**src/rtl/pfi_pkg.sv**
```systemverilog
package pfi_pkg;
  typedef enum logic [1:0] {
    PF_IDLE   = 2'd0,
    PF_ACTIVE = 2'd1,
    PF_REARM  = 2'd2
  } pf_state_t;
endpackage

```
**src/rtl/pfi_tick_gen.sv**
```systemverilog
module pfi_tick_gen #(
  parameter int CLK_DIV = 3300
) (
  input  logic clk,
  input  logic rst,
  output logic tick_o
);
  localparam int CW = (CLK_DIV > 1) ? $clog2(CLK_DIV) : 1;
  localparam logic [CW-1:0] LAST = CW'(CLK_DIV - 1);

  logic [CW-1:0] div_q;

  always_ff @(posedge clk) begin
    if (rst)                div_q <= '0;
    else if (div_q == LAST) div_q <= '0;
    else                    div_q <= div_q + 1'b1;
  end

  assign tick_o = (div_q == LAST);

  generate
    if (CLK_DIV > 1) begin : g_chk
      // ticks are isolated single-cycle strobes
      a_r2_single_tick: assert property (@(posedge clk) disable iff (rst)
        tick_o |=> !tick_o);
    end
  endgenerate
endmodule

```
**src/rtl/pfi_low_count.sv**
```systemverilog
module pfi_low_count #(
  parameter int LOW_SAMPLES = 3
) (
  input  logic clk,
  input  logic rst,
  input  logic tick_i,
  input  logic below_i,
  output logic trip_o
);
  localparam int NW = $clog2(LOW_SAMPLES + 1);
  localparam logic [NW-1:0] FULL = NW'(LOW_SAMPLES);

  logic [NW-1:0] run_q;

  always_ff @(posedge clk) begin
    if (rst) run_q <= '0;
    else if (tick_i) begin
      if (!below_i)          run_q <= '0;
      else if (run_q != FULL) run_q <= run_q + 1'b1;
    end
  end

  assign trip_o = (run_q == FULL);

  // a high sample clears the run
  a_r4_clear_on_high: assert property (@(posedge clk) disable iff (rst)
    (tick_i && !below_i) |=> (run_q == '0));
  // the run saturates at the trip length
  a_r3_run_bounded: assert property (@(posedge clk) disable iff (rst)
    run_q <= FULL);
  // the run changes only on a tick
  a_r2_run_on_tick: assert property (@(posedge clk) disable iff (rst)
    !tick_i |=> $stable(run_q));
endmodule

```
**src/rtl/pfi_pulse_ctl.sv**
```systemverilog
module pfi_pulse_ctl
  import pfi_pkg::*;
#(
  parameter int MIN_TICKS     = 7,
  parameter int TIMEOUT_TICKS = 12
) (
  input  logic clk,
  input  logic rst,
  input  logic tick_i,
  input  logic below_i,
  input  logic trip_i,
  input  logic supply_ok_i,
  output logic nmi_n_o
);
  localparam int PW = $clog2(TIMEOUT_TICKS + 1);
  localparam logic [PW-1:0] MIN_V = PW'(MIN_TICKS);
  localparam logic [PW-1:0] TO_V  = PW'(TIMEOUT_TICKS);

  pf_state_t     st_q, st_d;
  logic [PW-1:0] pc_q, pc_d, pc_inc;
  logic          nmi_n_q;

  assign pc_inc = pc_q + 1'b1;

  always_comb begin
    st_d = st_q;
    pc_d = pc_q;
    unique case (st_q)
      PF_IDLE: if (trip_i && supply_ok_i) begin
        st_d = PF_ACTIVE;
        pc_d = '0;
      end
      PF_ACTIVE: if (tick_i) begin
        pc_d = pc_inc;
        if (pc_inc >= TO_V)                     st_d = below_i ? PF_REARM : PF_IDLE;
        else if (pc_inc >= MIN_V && !below_i)   st_d = PF_IDLE;
      end
      PF_REARM: if (tick_i && !below_i) st_d = PF_IDLE;
      default: st_d = PF_IDLE;
    endcase
  end

  always_ff @(posedge clk) begin
    if (rst) begin
      st_q    <= PF_IDLE;
      pc_q    <= '0;
      nmi_n_q <= 1'b1;
    end else begin
      st_q    <= st_d;
      pc_q    <= pc_d;
      nmi_n_q <= (st_d != PF_ACTIVE);
    end
  end

  assign nmi_n_o = nmi_n_q;

  // a pulse starts only with supply good and a completed run
  a_r9_start_gated: assert property (@(posedge clk) disable iff (rst)
    $fell(nmi_n_o) |-> ($past(supply_ok_i) && $past(trip_i)));
  // release never comes before the minimum width
  a_r5_min_width: assert property (@(posedge clk) disable iff (rst)
    $rose(nmi_n_o) |-> ($past(pc_q) >= PW'(MIN_TICKS - 1)));
  // the pulse count never reaches the timeout while low
  a_r7_timeout_bound: assert property (@(posedge clk) disable iff (rst)
    !nmi_n_o |-> (pc_q < TO_V));
  // no new pulse from the re-arm state without a high sample
  a_r8_rearm_hold: assert property (@(posedge clk) disable iff (rst)
    (st_q == PF_REARM && !(tick_i && !below_i)) |=> nmi_n_o);
  // supply loss does not end an active pulse between ticks
  a_r10_hold_low: assert property (@(posedge clk) disable iff (rst)
    (!nmi_n_o && !tick_i) |=> !nmi_n_o);
endmodule

```
**src/rtl/pfi_filter.sv**
```systemverilog
module pfi_filter #(
  parameter int CLK_DIV       = 3300,
  parameter int LOW_SAMPLES   = 3,
  parameter int MIN_TICKS     = 7,
  parameter int TIMEOUT_TICKS = 12
) (
  input  logic clk,
  input  logic rst,
  input  logic below_trip_i,
  input  logic supply_ok_i,
  output logic nmi_n_o
);
  logic tick, trip;

  pfi_tick_gen #(.CLK_DIV(CLK_DIV)) u_tick (
    .clk(clk), .rst(rst), .tick_o(tick)
  );

  pfi_low_count #(.LOW_SAMPLES(LOW_SAMPLES)) u_run (
    .clk(clk), .rst(rst), .tick_i(tick), .below_i(below_trip_i), .trip_o(trip)
  );

  pfi_pulse_ctl #(.MIN_TICKS(MIN_TICKS), .TIMEOUT_TICKS(TIMEOUT_TICKS)) u_pulse (
    .clk(clk), .rst(rst), .tick_i(tick), .below_i(below_trip_i), .trip_i(trip),
    .supply_ok_i(supply_ok_i), .nmi_n_o(nmi_n_o)
  );

  // output is released high right after reset
  a_r1_reset_high: assert property (@(posedge clk) $past(rst) |-> nmi_n_o);
endmodule

```
**config.mk**
```make
export PLATFORM = sky130hd
export DESIGN_NAME = pfi_filter
export DESIGN_NICKNAME = d
export VERILOG_FILES = /design/src/rtl/pfi_pkg.sv /design/src/rtl/pfi_tick_gen.sv /design/src/rtl/pfi_low_count.sv /design/src/rtl/pfi_pulse_ctl.sv /design/src/rtl/pfi_filter.sv
export SDC_FILE = /design/constraint.sdc
export NUM_CORES = 1
export LEC_CHECK = 0
export ABC_AREA = 0
export BUFFER_PORTS_ARGS = -buffer_cell sky130_fd_sc_hd__buf_2
export CAP_MARGIN = 10
export CELL_PAD_IN_SITES_DETAIL_PLACEMENT = 1
export CELL_PAD_IN_SITES_GLOBAL_PLACEMENT = 1
export CORE_MARGIN = 5
export CORE_UTILIZATION = 35
export DETAILED_ROUTE_END_ITERATION = 7
export PLACE_DENSITY = 0.61
export SETUP_SLACK_MARGIN = 0.1
export SYNTH_ARGS = -nofsm -noshare
export SYNTH_HDL_FRONTEND = slang
export SYNTH_SLANG_ARGS = --single-unit
```
**constraint.sdc**
```tcl
create_clock -name clk -period 5.9 [get_ports clk]
set_clock_uncertainty 0.05 [all_clocks]
set_input_delay 1.18 -clock clk [delete_from_list [all_inputs] [get_ports clk]]
set_output_delay 1.18 -clock clk [all_outputs]
set_load 0.02 [all_outputs]
```
# Word-level counts from Yosys, hierarchy flattened
# Cells that the tools add are included.
[word_totals] register_bits=21 in_bits=4 out_inout_bits=1 wordCells=40
[classes] addsub=3 n_lt_le_gt_ge=2 n_eq_ne=9 n_mux=12 reduce_logical=9
[ops] operator="2-to-1 mux 2 bit" n=8
[ops] operator="adder 12 x 1 -> 12 bit (second input constant)" n=1
[ops] operator="== test 12 bit (second input constant)" n=1
[ops] operator="2-to-1 mux 4 bit" n=2
[ops] operator="!= test 2 x 1 -> 1 bit (second input constant)" n=4
[ops] operator="case mux 4 bit (2 select lines)" n=1
[ops] operator="case mux 2 bit (3 select lines)" n=1
[ops] operator="adder 4 x 1 -> 4 bit (second input constant)" n=1
[ops] operator="== test 2 bit (second input constant)" n=2
[ops] operator="greater-or-equal comparator 4 x 3 -> 1 bit (second input constant)" n=1
[ops] operator="greater-or-equal comparator 4 bit (second input constant)" n=1
[ops] operator="logical AND 1 bit" n=3
[ops] operator="AND reduction 3 bit" n=1
[ops] operator="adder 2 x 1 -> 2 bit (second input constant)" n=1
[ops] operator="== test 2 x 1 -> 1 bit (second input constant)" n=1
[ops] operator="zero test 2 bit" n=1
[ops] operator="!= test 2 bit (second input constant)" n=1
[ops] operator="AND reduction 2 bit" n=1
[ops] operator="nonzero test 2 bit" n=1
[ops] operator="OR reduction 2 bit" n=1
[ops] operator="zero test 1 bit" n=1

# Depth between registers and ports, before layout
# Gate-level depths: netlist of run 1.
[depth] word_depth=8 mapped_depth=6 mapped_depth_nobuf=5

# Cells and area by module
# A second synthesis of run 1 with hierarchy kept.
[unflattened] hier_cells=123 area_unflattened_um2=1077.3
[modules_own_cells] module="pfi_tick_gen" n_inst=1 cells_per_inst=62 area_per_inst_um2=564.3 seq_area_each_um2=240.2
[modules_own_cells] module="pfi_pulse_ctl" n_inst=1 cells_per_inst=50 area_per_inst_um2=400.4 seq_area_each_um2=140.1
[modules_own_cells] module="pfi_low_count" n_inst=1 cells_per_inst=11 area_per_inst_um2=112.6 seq_area_each_um2=40.0

# Least setup slack after synthesis of run 1
# Ideal clock, no wire load.
[synth_path] path_type="input to register" from="input rst" to="register u_tick.div_q[10]" setup_ns=0.123 arrival_ns=1.970 required_time_ns=5.727 path_slack_ns=3.757 path_stages=4 n_path_buf=1 path_cell_list="clkbuf_1 -> clkinv_1 -> nand2_1 -> nor2_1"
[synth_via] elab_chain_cells=1
[synth_lines] item="start, declared" line="pfi_filter.sv:8" text="input logic rst,"
[synth_lines] item="OR reduction 2 bit (no line)"
[synth_lines] item="end signal, assigned" line="pfi_tick_gen.sv:16" text="else div_q <= div_q + 1'b1;"
[synth_lines] item="end, declared" line="pfi_tick_gen.sv:11" text="logic [CW-1:0] div_q;"
# No other way between the ends.
# A chain may end at the register's enable or synchronous reset.

# Final worst setup path of run 1
[layout_path] from="register u_tick.div_q[0]" to="register u_pulse.pc_q[3]"
[layout_via] elab_chain_cells=3
[layout_lines] item="== test 12 bit" line="pfi_tick_gen.sv:19" text="assign tick_o = (div_q == LAST);"
[layout_lines] item="!= test 2 x 1 -> 1 bit (no line)"
[layout_lines] item="AND reduction 3 bit (no line)"
[layout_lines] item="end signal, assigned" line="pfi_pulse_ctl.sv:50" text="pc_q <= pc_d;"
[layout_lines] item="end, declared" line="pfi_pulse_ctl.sv:20" text="logic [PW-1:0] pc_q, pc_d, pc_inc;"
# No other way between the ends.

==> impl_table.tex, run 1 <==
\begin{tabular}{lr}
\hline
Metric & Value \\
\hline
\multicolumn{2}{l}{\textbf{CTS}} \\
Clock Pin Slew Worst Setup and Hold Paths & around 120 ps \\
\# Post-CTS Setup Buffers & 0 \\
Number of buffers inserted during clock tree synthesis & 3 \\
Clk sinks & 21 \\
Clock Path Buffers & 2 \\
Insertion delay to the later sink of the worst-skew pair & $\sim$310 ps \\
Clock tree root buffer cell & sky130\_fd\_sc\_hd\_\_clkbuf\_4 \\
CTS Hold Buffers Added & 0 \\
Clock tree from TritonCTS & built \\
\# resized after CTS & 0 \\
\# H-tree levels & 1 \\
\multicolumn{2}{l}{\textbf{Route}} \\
Detail Route Antenna Nets & 0 \\
Final wirelength & roughly 2300 µm \\
DRC marker count from the first detailed-route iteration & 32 \\
Vias/cell & $\sim$5.5 \\
DRC violation count after routing & 0 \\
Total vias in the final route & between 800 and 900 \\
Router iterations before antenna repair & 3 \\
Routed length per instance & around 15 µm \\
\multicolumn{2}{l}{\textbf{Logic synthesis}} \\
Synthesized area & $\sim$1000 µm² \\
Synthesized Nets & roughly 130 \\
Number of instances in the synthesized netlist & 120 \\
Cell variety after synth & 40 \\
Synth cell count leaders & sky130\_fd\_sc\_hd\_\_dfxtp\_1 (21), sky130\_fd\_sc\_hd\_\_nor2\_1 (15), sky130\_fd\_sc\_hd\_\_nand3\_1 (11) \\
Cell with the most instances after synthesis & sky130\_fd\_sc\_hd\_\_dfxtp\_1 \\
Mapped Avg Cell Area & between 8 and 9 µm² \\
Most used DFF post-synth & sky130\_fd\_sc\_hd\_\_dfxtp\_1 \\
Proportion of netlist area held by the largest area contributor & between 40 and 50\% \\
Sequential fraction of the synthesis area & 40.3\% \\
Largest area contributor in the netlist & sky130\_fd\_sc\_hd\_\_dfxtp\_1 \\
Number of flops mapped to enable cells by yosys & 0 \\
Warnings, synthesis & 0 \\
Async set-reset flop share out of synthesis & 0\% \\
Most area-consuming cells after synthesis & sky130\_fd\_sc\_hd\_\_dfxtp\_1 (40\%), sky130\_fd\_sc\_hd\_\_nor2\_1 (5.4\%), sky130\_fd\_sc\_hd\_\_nand3\_1 (5.3\%), sky130\_fd\_sc\_hd\_\_xnor2\_1 (5.0\%), sky130\_fd\_sc\_hd\_\_ha\_1 (4.8\%) \\
Register bit total from synthesis & 21 \\
\multicolumn{2}{l}{\textbf{STA}} \\
RSZ-0062 raised after global routing & false \\
Actual transition at the worst max-transition pin & about 450 ps \\
Maximum operating frequency & 0.443 GHz \\
Slew HR & approximately 70\% \\
Period minus WS final & about 2300 ps \\
Number of endpoints with negative hold slack in the final report & 0 \\
Final worst-path cycle share & a little under two fifths \\
Max-slew violation count & 0 \\
Final sum of negative setup slack & 0 ps \\
Number of failing setup endpoints in the final timing report & 0 \\
\multicolumn{2}{l}{\textbf{Run}} \\
Max cap viols & 0 \\
\multicolumn{2}{l}{\textbf{Place}} \\
Number of buffers inserted by port buffering & 4 \\
Post-detailed-placement cell area & around 1100 µm² \\
Dpl hpwl & 1700 µm \\
Global placer's final weighted congestion & $\sim$0.74 \\
\multicolumn{2}{l}{\textbf{GRT}} \\
Initial antenna violation count & 0 \\
Wire length of the first global-routing pass & between 4000 and 5000 µm \\
Total grt overflow & 0 \\
Global routing usage summed across all routing layers & between 10\% and 20\% \\
Pin count of the biggest net entering global routing & 13 \\
Number of global-route vias before repair & between 900 and 1000 \\
\multicolumn{2}{l}{\textbf{Final layout}} \\
Antenna diode count & 0 \\
Area growth from synthesis to layout & 6.00\% \\
Utilization after layout & around 39\% \\
Number of nets at the end of the flow & between 100 and 150 \\
Register Area & 420 µm² \\
Filler instances & around 340 \\
Area used by multi-input combinational logic & around 600 µm² \\
Share of final-layout standard cells stronger than drive strength 1 & about a tenth \\
Area of all placed cells without fillers & 1110 µm² \\
\multicolumn{2}{l}{\textbf{Pwr}} \\
Cell area power density & between 200 and 250 nW/µm² \\
Worst vdd rail ir drop & 0.0966 mV \\
Static Leakage & around 0.38 nW \\
Total Power Consumption & $\sim$0.24 mW \\
\multicolumn{2}{l}{\textbf{Worst setup path}} \\
Kind of start point of the critical path & flop \\
Critical Path Fanout Max & 7 \\
Critical path class & flop to flop \\
Data required, critical path & 6110 ps \\
Arr. time, crit path & around 2500 ps \\
Setup slack of the worst register-to-register path & 3640 ps \\
Reg-to-Reg Start & u\_tick.div\_q[0] \\
Type of element capturing the critical path & flop \\
R2R cell count & 5 \\
Setup crit end & u\_pulse.pc\_q[3] \\
Worst R2R End & u\_pulse.pc\_q[3] \\
Crit path launch & u\_tick.div\_q[0] \\
\multicolumn{2}{l}{\textbf{Die}} \\
Rows & 19 \\
Core area & roughly 2800 µm² \\
Die Outline Area & about 4200 µm² \\
Boundary pin count & 5 \\
Effective utilization at floorplan & between 30 and 40\% \\
Horiz. Die Dim & 64.6 µm \\
Height of the chip & $\sim$65 µm \\
\multicolumn{2}{l}{\textbf{Hold path}} \\
Worst hold-check path type & flop to flop \\
Hold-critical path depth & 2 \\
\multicolumn{2}{l}{\textbf{Run status}} \\
Status & completed \\
\hline
\end{tabular}
critical path: stages (launching register included):
cell and delay [ps]:
sky130_fd_sc_hd__dfxtp_1 420, sky130_fd_sc_hd__ha_1 280, sky130_fd_sc_hd__nand3_1 170, sky130_fd_sc_hd__or4_1 680, sky130_fd_sc_hd__or4_1 510, sky130_fd_sc_hd__nand3_1 100
stage by stage:
step	instances	setup WS [ps]	hold slack (ps)
3_5_place_dp	151	3590	432
4_1_cts	155	3620	457
5_1_grt	155	3500	492
3_3_place_gp	151	3640	422
6_report	155	3640	452
2_1_floorplan	120	3760	392
area by class of cell:
class,count,share of cell area [%]
multi-input cells,91,52.8
flip-flops and latches,21,38.0
well taps,31,3.51
clock buffers,3,2.04
repair buffers,4,1.81
inverters,4,1.36
clock inverters,1,0.452
registers in the layout, summed over array words and instances, names as in the netlist:
| register | cells |
|---|---|
| u_tick.div_q | 12 |
| u_pulse.pc_q | 4 |
| u_pulse.st_q | 2 |
| u_run.run_q | 2 |
| u_pulse.nmi_n_o | 1 |
how the worst min path moves through the flow:
stage                                from               to  slack, ps
after floorplan           u_tick.div_q[0]  u_tick.div_q[0]        390
after global routing       u_run.run_q[1]   u_run.run_q[1]        490
after detailed placement  u_tick.div_q[0]  u_tick.div_q[0]        430
after global placement    u_tick.div_q[0]  u_tick.div_q[0]        420
after CTS                  u_run.run_q[1]   u_run.run_q[1]        460
final                      u_run.run_q[1]   u_run.run_q[1]        450
logic make-up after synthesis:
kind of cell / Yosys count / share of synthesized area [%]
AND/OR/NAND/NOR: 60 / 30.8
flip-flops: 21 / 40.3
AO/OA/AOI/OAI: 16 / 11.2
XOR/XNOR: 11 / 9.23
buffers and inverters: 8 / 3.72
adder cells (fa/ha/maj): 4 / 4.80
layer usage:
metal	vias to the layer above	global-route usage [%]	wire, µm
met5	-	0	0
met4	0	3.96	18
met3	2	4.15	62
met2	9	19.5	974
met1	403	16.0	1220
li1	444	-	-
power breakdown:
part / internal [mW] / total [mW] / switching, mW
clock network: 0.0253 / 0.0722 / 0.0469
logic: 0.00600 / 0.0157 / 0.00968
registers: 0.145 / 0.148 / 0.00277
cells in the final DEF, fill, tap and decap left out, types with 3 or more instances in the layout:
cell | Yosys | routed
sky130_fd_sc_hd__inv_1 | 3 | 3
sky130_fd_sc_hd__xnor2_1 | 6 | 6
sky130_fd_sc_hd__clkbuf_4 | 0 | 3
sky130_fd_sc_hd__nand4_1 | 6 | 6
sky130_fd_sc_hd__nor2_1 | 15 | 15
sky130_fd_sc_hd__ha_1 | 4 | 4
sky130_fd_sc_hd__a21oi_1 | 4 | 4
sky130_fd_sc_hd__buf_2 | 1 | 4
sky130_fd_sc_hd__xor2_1 | 5 | 5
sky130_fd_sc_hd__dfxtp_1 | 21 | 21
sky130_fd_sc_hd__nand2_1 | 7 | 7
sky130_fd_sc_hd__nor3_1 | 4 | 4
sky130_fd_sc_hd__nand3_1 | 11 | 11
No activity file was read; power rests on OpenSTA's default activity.
==> run 2: changes to the inputs <==
ABC_AREA = 1   (was 0)
PLACE_DENSITY = 0.65   (was 0.61)
clock period = 1.8 ns   (was 5.9 ns; I/O delays follow)
==> run 2 against run 1 <==
Net effect:
- worst setup slack lost 3400 ps
- non-clock buffer count is the same
- first-iteration DRC count shrank 59%
- count of clock-buffer cells in the layout grew 1
- final cell count grew 29%
- wire length shrank 7.1%
==> impl_table.tex, run 2 <==
\begin{tabular}{lr}
\hline
Metric & Value \\
\hline
\multicolumn{2}{l}{\textbf{Run status}} \\
Status & completed \\
\multicolumn{2}{l}{\textbf{Final layout}} \\
Most common library cell in the layout ignoring fill and taps & sky130\_fd\_sc\_hd\_\_nand2\_1 \\
Flip-flop count of the largest register, all copies and words added & 12 \\
Number of nets at the end of the flow & 165 \\
Share of final-layout standard cells stronger than drive strength 1 & approximately 17\% \\
Antenna diode count & 0 \\
Largest Register & u\_tick.div\_q \\
Commonest non-fill, non-tap cells in the layout & sky130\_fd\_sc\_hd\_\_nand2\_1 (28), sky130\_fd\_sc\_hd\_\_nor2\_1 (25), sky130\_fd\_sc\_hd\_\_dfxtp\_1 (21) \\
Area growth from synthesis to layout & 8.20\% \\
Leading registers by flop count & u\_tick.div\_q: 12 flops, u\_pulse.pc\_q: 4 flops \\
\multicolumn{2}{l}{\textbf{Worst setup path}} \\
R2R cell count & 8 \\
Cell with the largest stage delay on the worst path & sky130\_fd\_sc\_hd\_\_dfxtp\_1 \\
Top delay family on crit path & simple AND/OR/NAND/NOR gates \\
Type of element capturing the critical path & flop \\
Critical path class & flop to flop \\
Data required, critical path & slightly below 2000 ps \\
Number of buffers and inverters on the critical path & 1 \\
Worst R2R End & u\_pulse.pc\_q[2] \\
Setup slack of the worst register-to-register path & around 290 ps \\
Longest individual stage delay on the worst path & about 370 ps \\
Critical path cell sequence & ha\_1 -> nand4\_2 -> nor2\_8 -> nand2\_2 -> nand2\_4 -> inv\_2 -> nor2\_2 -> nor2\_1 \\
Kind of start point of the critical path & flop \\
Arr. time, crit path & approximately 1700 ps \\
Critical Path Fanout Max & 7 \\
Reg-to-Reg Start & u\_tick.div\_q[0] \\
\multicolumn{2}{l}{\textbf{STA}} \\
Number of endpoints with negative hold slack in the final report & 0 \\
Period minus WS final & 1510 ps \\
Final sum of negative setup slack & 0 ps \\
Actual transition at the worst max-transition pin & between 200 and 300 ps \\
Number of failing setup endpoints in the final timing report & 0 \\
RSZ-0062 raised after global routing & false \\
Final hold slack & between 200 and 250 ps \\
Maximum operating frequency & $\sim$0.66 GHz \\
Slew HR & 81.0\% \\
Max-slew violation count & 0 \\
Final worst-path cycle share & a little over four fifths \\
Final critical-path setup slack & between 200 and 300 ps \\
\multicolumn{2}{l}{\textbf{Route}} \\
Detail Route Antenna Nets & 0 \\
Vias/cell & $\sim$4.6 \\
Final wirelength & around 2100 µm \\
Total vias in the final route & around 910 \\
Router iterations before antenna repair & 4 \\
DRC violation count after routing & 0 \\
Routed length per instance & 10.6 µm \\
DRC marker count from the first detailed-route iteration & 13 \\
\multicolumn{2}{l}{\textbf{Die}} \\
Rows & 20 \\
Boundary pin count & 5 \\
Core area & $\sim$3000 µm² \\
Die Outline Area & 4360 µm² \\
Horiz. Die Dim & $\sim$66 µm \\
Effective utilization at floorplan & 36.3\% \\
Height of the chip & between 60 and 70 µm \\
\multicolumn{2}{l}{\textbf{CTS}} \\
Insertion delay to the later sink of the worst-skew pair & roughly 290 ps \\
Clk sinks & 21 \\
Number of buffers inserted during clock tree synthesis & 3 \\
\# Post-CTS Setup Buffers & 0 \\
CTS Hold Buffers Added & 0 \\
\# resized after CTS & 0 \\
Clock Path Buffers & 2 \\
Clock tree root buffer cell & sky130\_fd\_sc\_hd\_\_clkbuf\_4 \\
\# H-tree levels & 1 \\
Clock tree from TritonCTS & built \\
Clock Pin Slew Worst Setup and Hold Paths & approximately 110 ps \\
\multicolumn{2}{l}{\textbf{Logic synthesis}} \\
Synthesized Nets & about 160 \\
Synth cell count leaders & sky130\_fd\_sc\_hd\_\_nand2\_1 (28), sky130\_fd\_sc\_hd\_\_nor2\_1 (25), sky130\_fd\_sc\_hd\_\_dfxtp\_1 (21) \\
Number of flops mapped to enable cells by yosys & 0 \\
XOR/XNOR Fraction of Synth Area & 3.99\% \\
Number of instances in the synthesized netlist & between 100 and 150 \\
Warnings, synthesis & 0 \\
Adder and majority cell fraction of the synthesized area & under 10\% \\
Simple-Gate Fraction of Synth Area & $\sim$38\% \\
Combinational family with the most area after synthesis & simple AND/OR/NAND/NOR gates \\
Most area-consuming cells after synthesis & sky130\_fd\_sc\_hd\_\_dfxtp\_1 (38\%), sky130\_fd\_sc\_hd\_\_nand2\_1 (9.6\%), sky130\_fd\_sc\_hd\_\_nor2\_1 (8.5\%), sky130\_fd\_sc\_hd\_\_inv\_1 (6.5\%), sky130\_fd\_sc\_hd\_\_ha\_1 (4.6\%) \\
Most used DFF post-synth & sky130\_fd\_sc\_hd\_\_dfxtp\_1 \\
Sequential fraction of the synthesis area & a little under two fifths \\
Proportion of netlist area held by the largest area contributor & a little under two fifths \\
Cell with the most instances after synthesis & sky130\_fd\_sc\_hd\_\_nand2\_1 \\
Mapped Avg Cell Area & 7.37 µm² \\
Mux contribution to synthesized area & 0\% \\
Synthesized area & around 1100 µm² \\
Largest area contributor in the netlist & sky130\_fd\_sc\_hd\_\_dfxtp\_1 \\
Register bit total from synthesis & 21 \\
Cell variety after synth & 27 \\
Complex-gate fraction of the synthesized area & between 6 and 7\% \\
Async set-reset flop share out of synthesis & 0\% \\
\multicolumn{2}{l}{\textbf{Place}} \\
Global placer's final weighted congestion & 0.748 \\
Pre-CTS setup slack & about 270 ps \\
Number of buffers inserted by port buffering & 4 \\
Dpl hpwl & 1710 µm \\
\multicolumn{2}{l}{\textbf{Pwr}} \\
Total Power Consumption & 0.724 mW \\
Cell area power density & 609 nW/µm² \\
Static Leakage & about 0.49 nW \\
Worst vdd rail ir drop & about 0.25 mV \\
\multicolumn{2}{l}{\textbf{GRT}} \\
Total grt overflow & 0 \\
Initial antenna violation count & 0 \\
Wire length of the first global-routing pass & $\sim$4000 µm \\
Pin count of the biggest net entering global routing & 12 \\
Global routing usage summed across all routing layers & a little under an eighth \\
Number of global-route vias before repair & 976 \\
\multicolumn{2}{l}{\textbf{Hold path}} \\
Startpoint of the worst hold path & rst \\
Hold-critical path depth & 2 \\
Hold endpoint & u\_run.run\_q[1] \\
Worst hold-check path type & primary input to flop \\
\multicolumn{2}{l}{\textbf{Run}} \\
Max cap viols & 0 \\
\hline
\end{tabular}
[run 2: worst max-delay path by stage]
stage / slack, ps / start / cells past startpoint / end
after floorplan: 420 / u_tick.div_q[0] / 8 / u_pulse.pc_q[0]
after CTS: 250 / u_tick.div_q[0] / 6 / u_tick.div_q[10]
after global routing: 120 / u_pulse.pc_q[0] / 10 / u_pulse.nmi_n_o
after detailed placement: 270 / u_tick.div_q[0] / 8 / u_pulse.pc_q[2]
final: 290 / u_tick.div_q[0] / 8 / u_pulse.pc_q[2]
after global placement: 310 / u_tick.div_q[0] / 8 / u_pulse.pc_q[2]
[run 2: cell type report]
cell class / count / area [µm²]
flip-flops and latches: 21 / 420
clock buffers: 4 / 26.3
well taps: 44 / 55.1
inverters: 21 / 78.8
multi-input cells: 106 / 588
repair buffers: 4 / 20.0
fillers: 397 / 1840
[run 2: kinds of logic after synthesis]
kind of cell / count (synthesis)
adders and majority gates: 4
buffers and inverters: 22
xor gates and xnor gates: 5
DFF: 21
and+or+nand+nor: 84
AOI/OAI and AO/OA: 13
[run 2: power by group]
group / switching (mW) / total, mW / internal (mW)
clock: 0.134 / 0.220 / 0.0861
combinational: 0.0197 / 0.0301 / 0.0104
sequential: 0.00382 / 0.474 / 0.470
total: 0.158 / 0.724 / 0.567
[run 2: worst register-to-register path: stages, from the launching register on]
cell,delay [ps]
sky130_fd_sc_hd__dfxtp_1,370
sky130_fd_sc_hd__ha_1,250
sky130_fd_sc_hd__nand4_2,190
sky130_fd_sc_hd__nor2_8,190
sky130_fd_sc_hd__nand2_2,80
sky130_fd_sc_hd__nand2_4,100
sky130_fd_sc_hd__inv_2,80
sky130_fd_sc_hd__nor2_2,80
sky130_fd_sc_hd__nor2_1,50
[run 2: metrics by stage]
step | instances | utilization (%) | cell area [µm²]
after global routing | 200 | 39.3 | 1190
after CTS | 200 | 39.3 | 1190
after floorplan | 149 | - | 1100
after detailed placement | 196 | 38.4 | 1160
final | 200 | 39.3 | 1190
after global placement | 196 | 38.4 | 1160
[run 2: routing by layer]
metal | global-route usage, % | share of wire [%] | vias up
li1 | - | - | 479
met3 | 2.04 | 2.1 | 2
met1 | 13.8 | 46 | 427
met4 | 3.81 | 0.71 | 0
met5 | 0 | 0 | -
met2 | 21.0 | 51 | 6
==> run 3: changes to the inputs <==
ABC_AREA = 0   (was 1)
PLACE_DENSITY = 0.63   (was 0.65)
clock period = 1.23 ns   (was 1.8 ns; I/O delays follow)
==> run 3 against run 2 <==
Net effect:
- the flow now finishes with violations (negative setup slack)
- via count increased by 11%
- sequential share of layout area decreased by 6.6 points
- total power increased by 62%
- first-iteration DRC count increased by 69%
- flip-flop and latch count unchanged
- core utilization increased by 14 points
- non-clock buffer count increased by 34
- fmax decreased by 22%
- clock power increased by 58%
- design area increased by 25%
- critical path depth decreased by 3
- final cell count decreased by 5.5%
- critical path type unchanged
- critical endpoint is now u_pulse.st_q[0]
- highest routed layer unchanged
==> impl_table.tex, run 3 (same netlist as run 1, synthesis figures left out) <==
\begin{tabular}{lr}
\hline
Metric & Value \\
\hline
\multicolumn{2}{l}{\textbf{GRT}} \\
Number of global-route vias before repair & 1030 \\
Pin count of the biggest net entering global routing & 13 \\
Total grt overflow & 0 \\
Wire length of the first global-routing pass & $\sim$4800 µm \\
Initial antenna violation count & 0 \\
Global routing usage summed across all routing layers & 14.6\% \\
\multicolumn{2}{l}{\textbf{Pwr}} \\
Share of total power in the clock network & about 30\% \\
Power spent charging and discharging nets & $\sim$0.3 mW \\
Combinational fraction of design power & a little over a tenth \\
Internal Power & $\sim$0.87 mW \\
Net Sw Frac & roughly 26\% \\
Sequential cell fraction of total power & 60.0\% \\
Static Leakage & approximately 0.59 nW \\
Total Power Consumption & 1.17 mW \\
Worst vdd rail ir drop & 0.468 mV \\
Cell area power density & just under 800 nW/µm² \\
\multicolumn{2}{l}{\textbf{Route}} \\
Detail Route Antenna Nets & 0 \\
Router iterations before antenna repair & 4 \\
Final wirelength & about 2900 µm \\
DRC marker count from the first detailed-route iteration & 22 \\
Routed length per instance & $\sim$15 µm \\
Vias/cell & around 5.4 \\
DRC violation count after routing & 0 \\
Total vias in the final route & slightly above 1000 \\
\multicolumn{2}{l}{\textbf{Die}} \\
Die Outline Area & roughly 4200 µm² \\
Core area & 2810 µm² \\
Boundary pin count & 5 \\
Height of the chip & roughly 65 µm \\
Effective utilization at floorplan & a little under two fifths \\
Rows & 19 \\
Horiz. Die Dim & 64.6 µm \\
\multicolumn{2}{l}{\textbf{CTS}} \\
Clock Pin Slew Worst Setup and Hold Paths & 130 ps \\
Clk sinks & 21 \\
Insertion delay to the later sink of the worst-skew pair & 300 ps \\
Number of buffers inserted during clock tree synthesis & 3 \\
Clock tree from TritonCTS & built \\
Clock tree root buffer cell & sky130\_fd\_sc\_hd\_\_clkbuf\_4 \\
Clock Path Buffers & 2 \\
\# H-tree levels & 1 \\
\multicolumn{2}{l}{\textbf{Run status}} \\
Violations in the final reports & negative setup slack \\
Status & finished with violations \\
\multicolumn{2}{l}{\textbf{Place}} \\
Dpl hpwl & slightly above 2000 µm \\
Pre-CTS setup slack & -735 ps \\
Number of buffers inserted by port buffering & 4 \\
Post-detailed-placement cell area & 1340 µm² \\
Global placer's final weighted congestion & just under 0.8 \\
Dpl cells & 183 \\
\multicolumn{2}{l}{\textbf{Final layout}} \\
Flip-flop count of the largest register, all copies and words added & 12 \\
Antenna diode count & 0 \\
Leading registers by flop count & u\_tick.div\_q: 12 flops, u\_pulse.pc\_q: 4 flops \\
Filler instances & around 340 \\
Area growth from synthesis to layout & 42.3\% \\
Commonest non-fill, non-tap cells in the layout & sky130\_fd\_sc\_hd\_\_buf\_4 (31), sky130\_fd\_sc\_hd\_\_nor2\_1 (15), sky130\_fd\_sc\_hd\_\_dfxtp\_1 (15) \\
Number of nets at the end of the flow & 167 \\
Final Non-Filler Cells & approximately 190 \\
Share of final-layout standard cells stronger than drive strength 1 & around 43\% \\
Most common library cell in the layout ignoring fill and taps & sky130\_fd\_sc\_hd\_\_buf\_4 \\
Area of all placed cells without fillers & $\sim$1500 µm² \\
Utilization after layout & 52.9\% \\
Largest Register & u\_tick.div\_q \\
\multicolumn{2}{l}{\textbf{STA}} \\
Final critical-path setup slack & -714 ps \\
Final worst-path cycle share & 158\% \\
Final sum of negative setup slack & -11810 ps \\
Final hold slack & between 150 and 200 ps \\
Maximum operating frequency & 0.514 GHz \\
Slew HR & 71.0\% \\
Actual transition at the worst max-transition pin & approximately 430 ps \\
RSZ-0062 raised after global routing & true \\
Max-slew violation count & 0 \\
Period minus WS final & about 1900 ps \\
Number of failing setup endpoints in the final timing report & 20 \\
Number of endpoints with negative hold slack in the final report & 0 \\
\multicolumn{2}{l}{\textbf{Hold path}} \\
Worst hold-check path type & primary input to flop \\
\multicolumn{2}{l}{\textbf{Worst setup path}} \\
Kind of start point of the critical path & flop \\
Critical path class & flop to flop \\
Data required, critical path & 1390 ps \\
Critical Path Fanout Max & 3 \\
Arr. time, crit path & roughly 2100 ps \\
Type of element capturing the critical path & flop \\
\multicolumn{2}{l}{\textbf{Run}} \\
Max cap viols & 0 \\
\hline
\end{tabular}
==> run 3: cell types whose count changed in the layout (fill, tap and decap cells not counted), moves of 3 or more <==
cell	delta
sky130_fd_sc_hd__nor2_2	-6
sky130_fd_sc_hd__o21ai_1	-5
sky130_fd_sc_hd__xnor2_1	+5
sky130_fd_sc_hd__nand2_1	-22
sky130_fd_sc_hd__dfxtp_1	-6
sky130_fd_sc_hd__dfxtp_2	+6
sky130_fd_sc_hd__nor2_1	-10
sky130_fd_sc_hd__buf_4	+31
sky130_fd_sc_hd__a21oi_1	-3
sky130_fd_sc_hd__nand2_2	-3
sky130_fd_sc_hd__inv_1	-16
sky130_fd_sc_hd__buf_6	+4
==> run 3: path summary, 6_finish.rpt <==
kind                                       from               to  slack, ps  cells after the start
worst min-delay path                        rst  u_tick.div_q[3]        180                      2
worst max register to register  u_tick.div_q[2]  u_pulse.st_q[0]       -710                      5
worst max-delay path            u_tick.div_q[2]  u_pulse.st_q[0]       -710                      5
worst min register to register  u_tick.div_q[0]  u_tick.div_q[0]        480                      2
==> run 3: area by class of cell <==
cell class / instances / area [µm²] / area share (%)
clock buffer: 3 / 22.5 / 1.52
clock inverter: 1 / 5.00 / 0.337
inverter: 4 / 15.0 / 1.01
multi-input combinational: 91 / 683 / 46.0
sequential: 21 / 428 / 28.8
tap: 31 / 38.8 / 2.61
timing repair buffer: 38 / 293 / 19.7
==> run 3: worst max-delay path, stage by stage, from the launching register on <==
cell and delay (ps):
sky130_fd_sc_hd__dfxtp_2 350, sky130_fd_sc_hd__or4b_4 540, sky130_fd_sc_hd__buf_6 130, sky130_fd_sc_hd__or3_4 340, sky130_fd_sc_hd__o21a_1 190, sky130_fd_sc_hd__o221a_2 260
==> run 3: metal layers <==
metal  wire [µm]  global-route usage [%]  up-vias
met5           0                       0        -
met4          20                    3.96        0
met3          43                    2.94        2
met2        1490                    25.1        5
met1        1350                    18.4      494
li1            -                       -      512
==> run 3: timing repair <==
action                                  CTS  global route
endpoints found under the setup margin   20            21
pin swaps                                12             5
buffers inserted                          1             1
hold buffers                              0             0
resized for setup                        12            12
==> run 3: power by group through the flow <==
stage / Sequential, mW / Clock [mW] / Combinational, mW
floorplan: 0.724 / 0 / 0.0494
detailed placement: 0.717 / 0 / 0.113
global route: 0.706 / 0.401 / 0.133
CTS: 0.704 / 0.369 / 0.115
finish: 0.704 / 0.348 / 0.122
global placement: 0.716 / 0 / 0.111
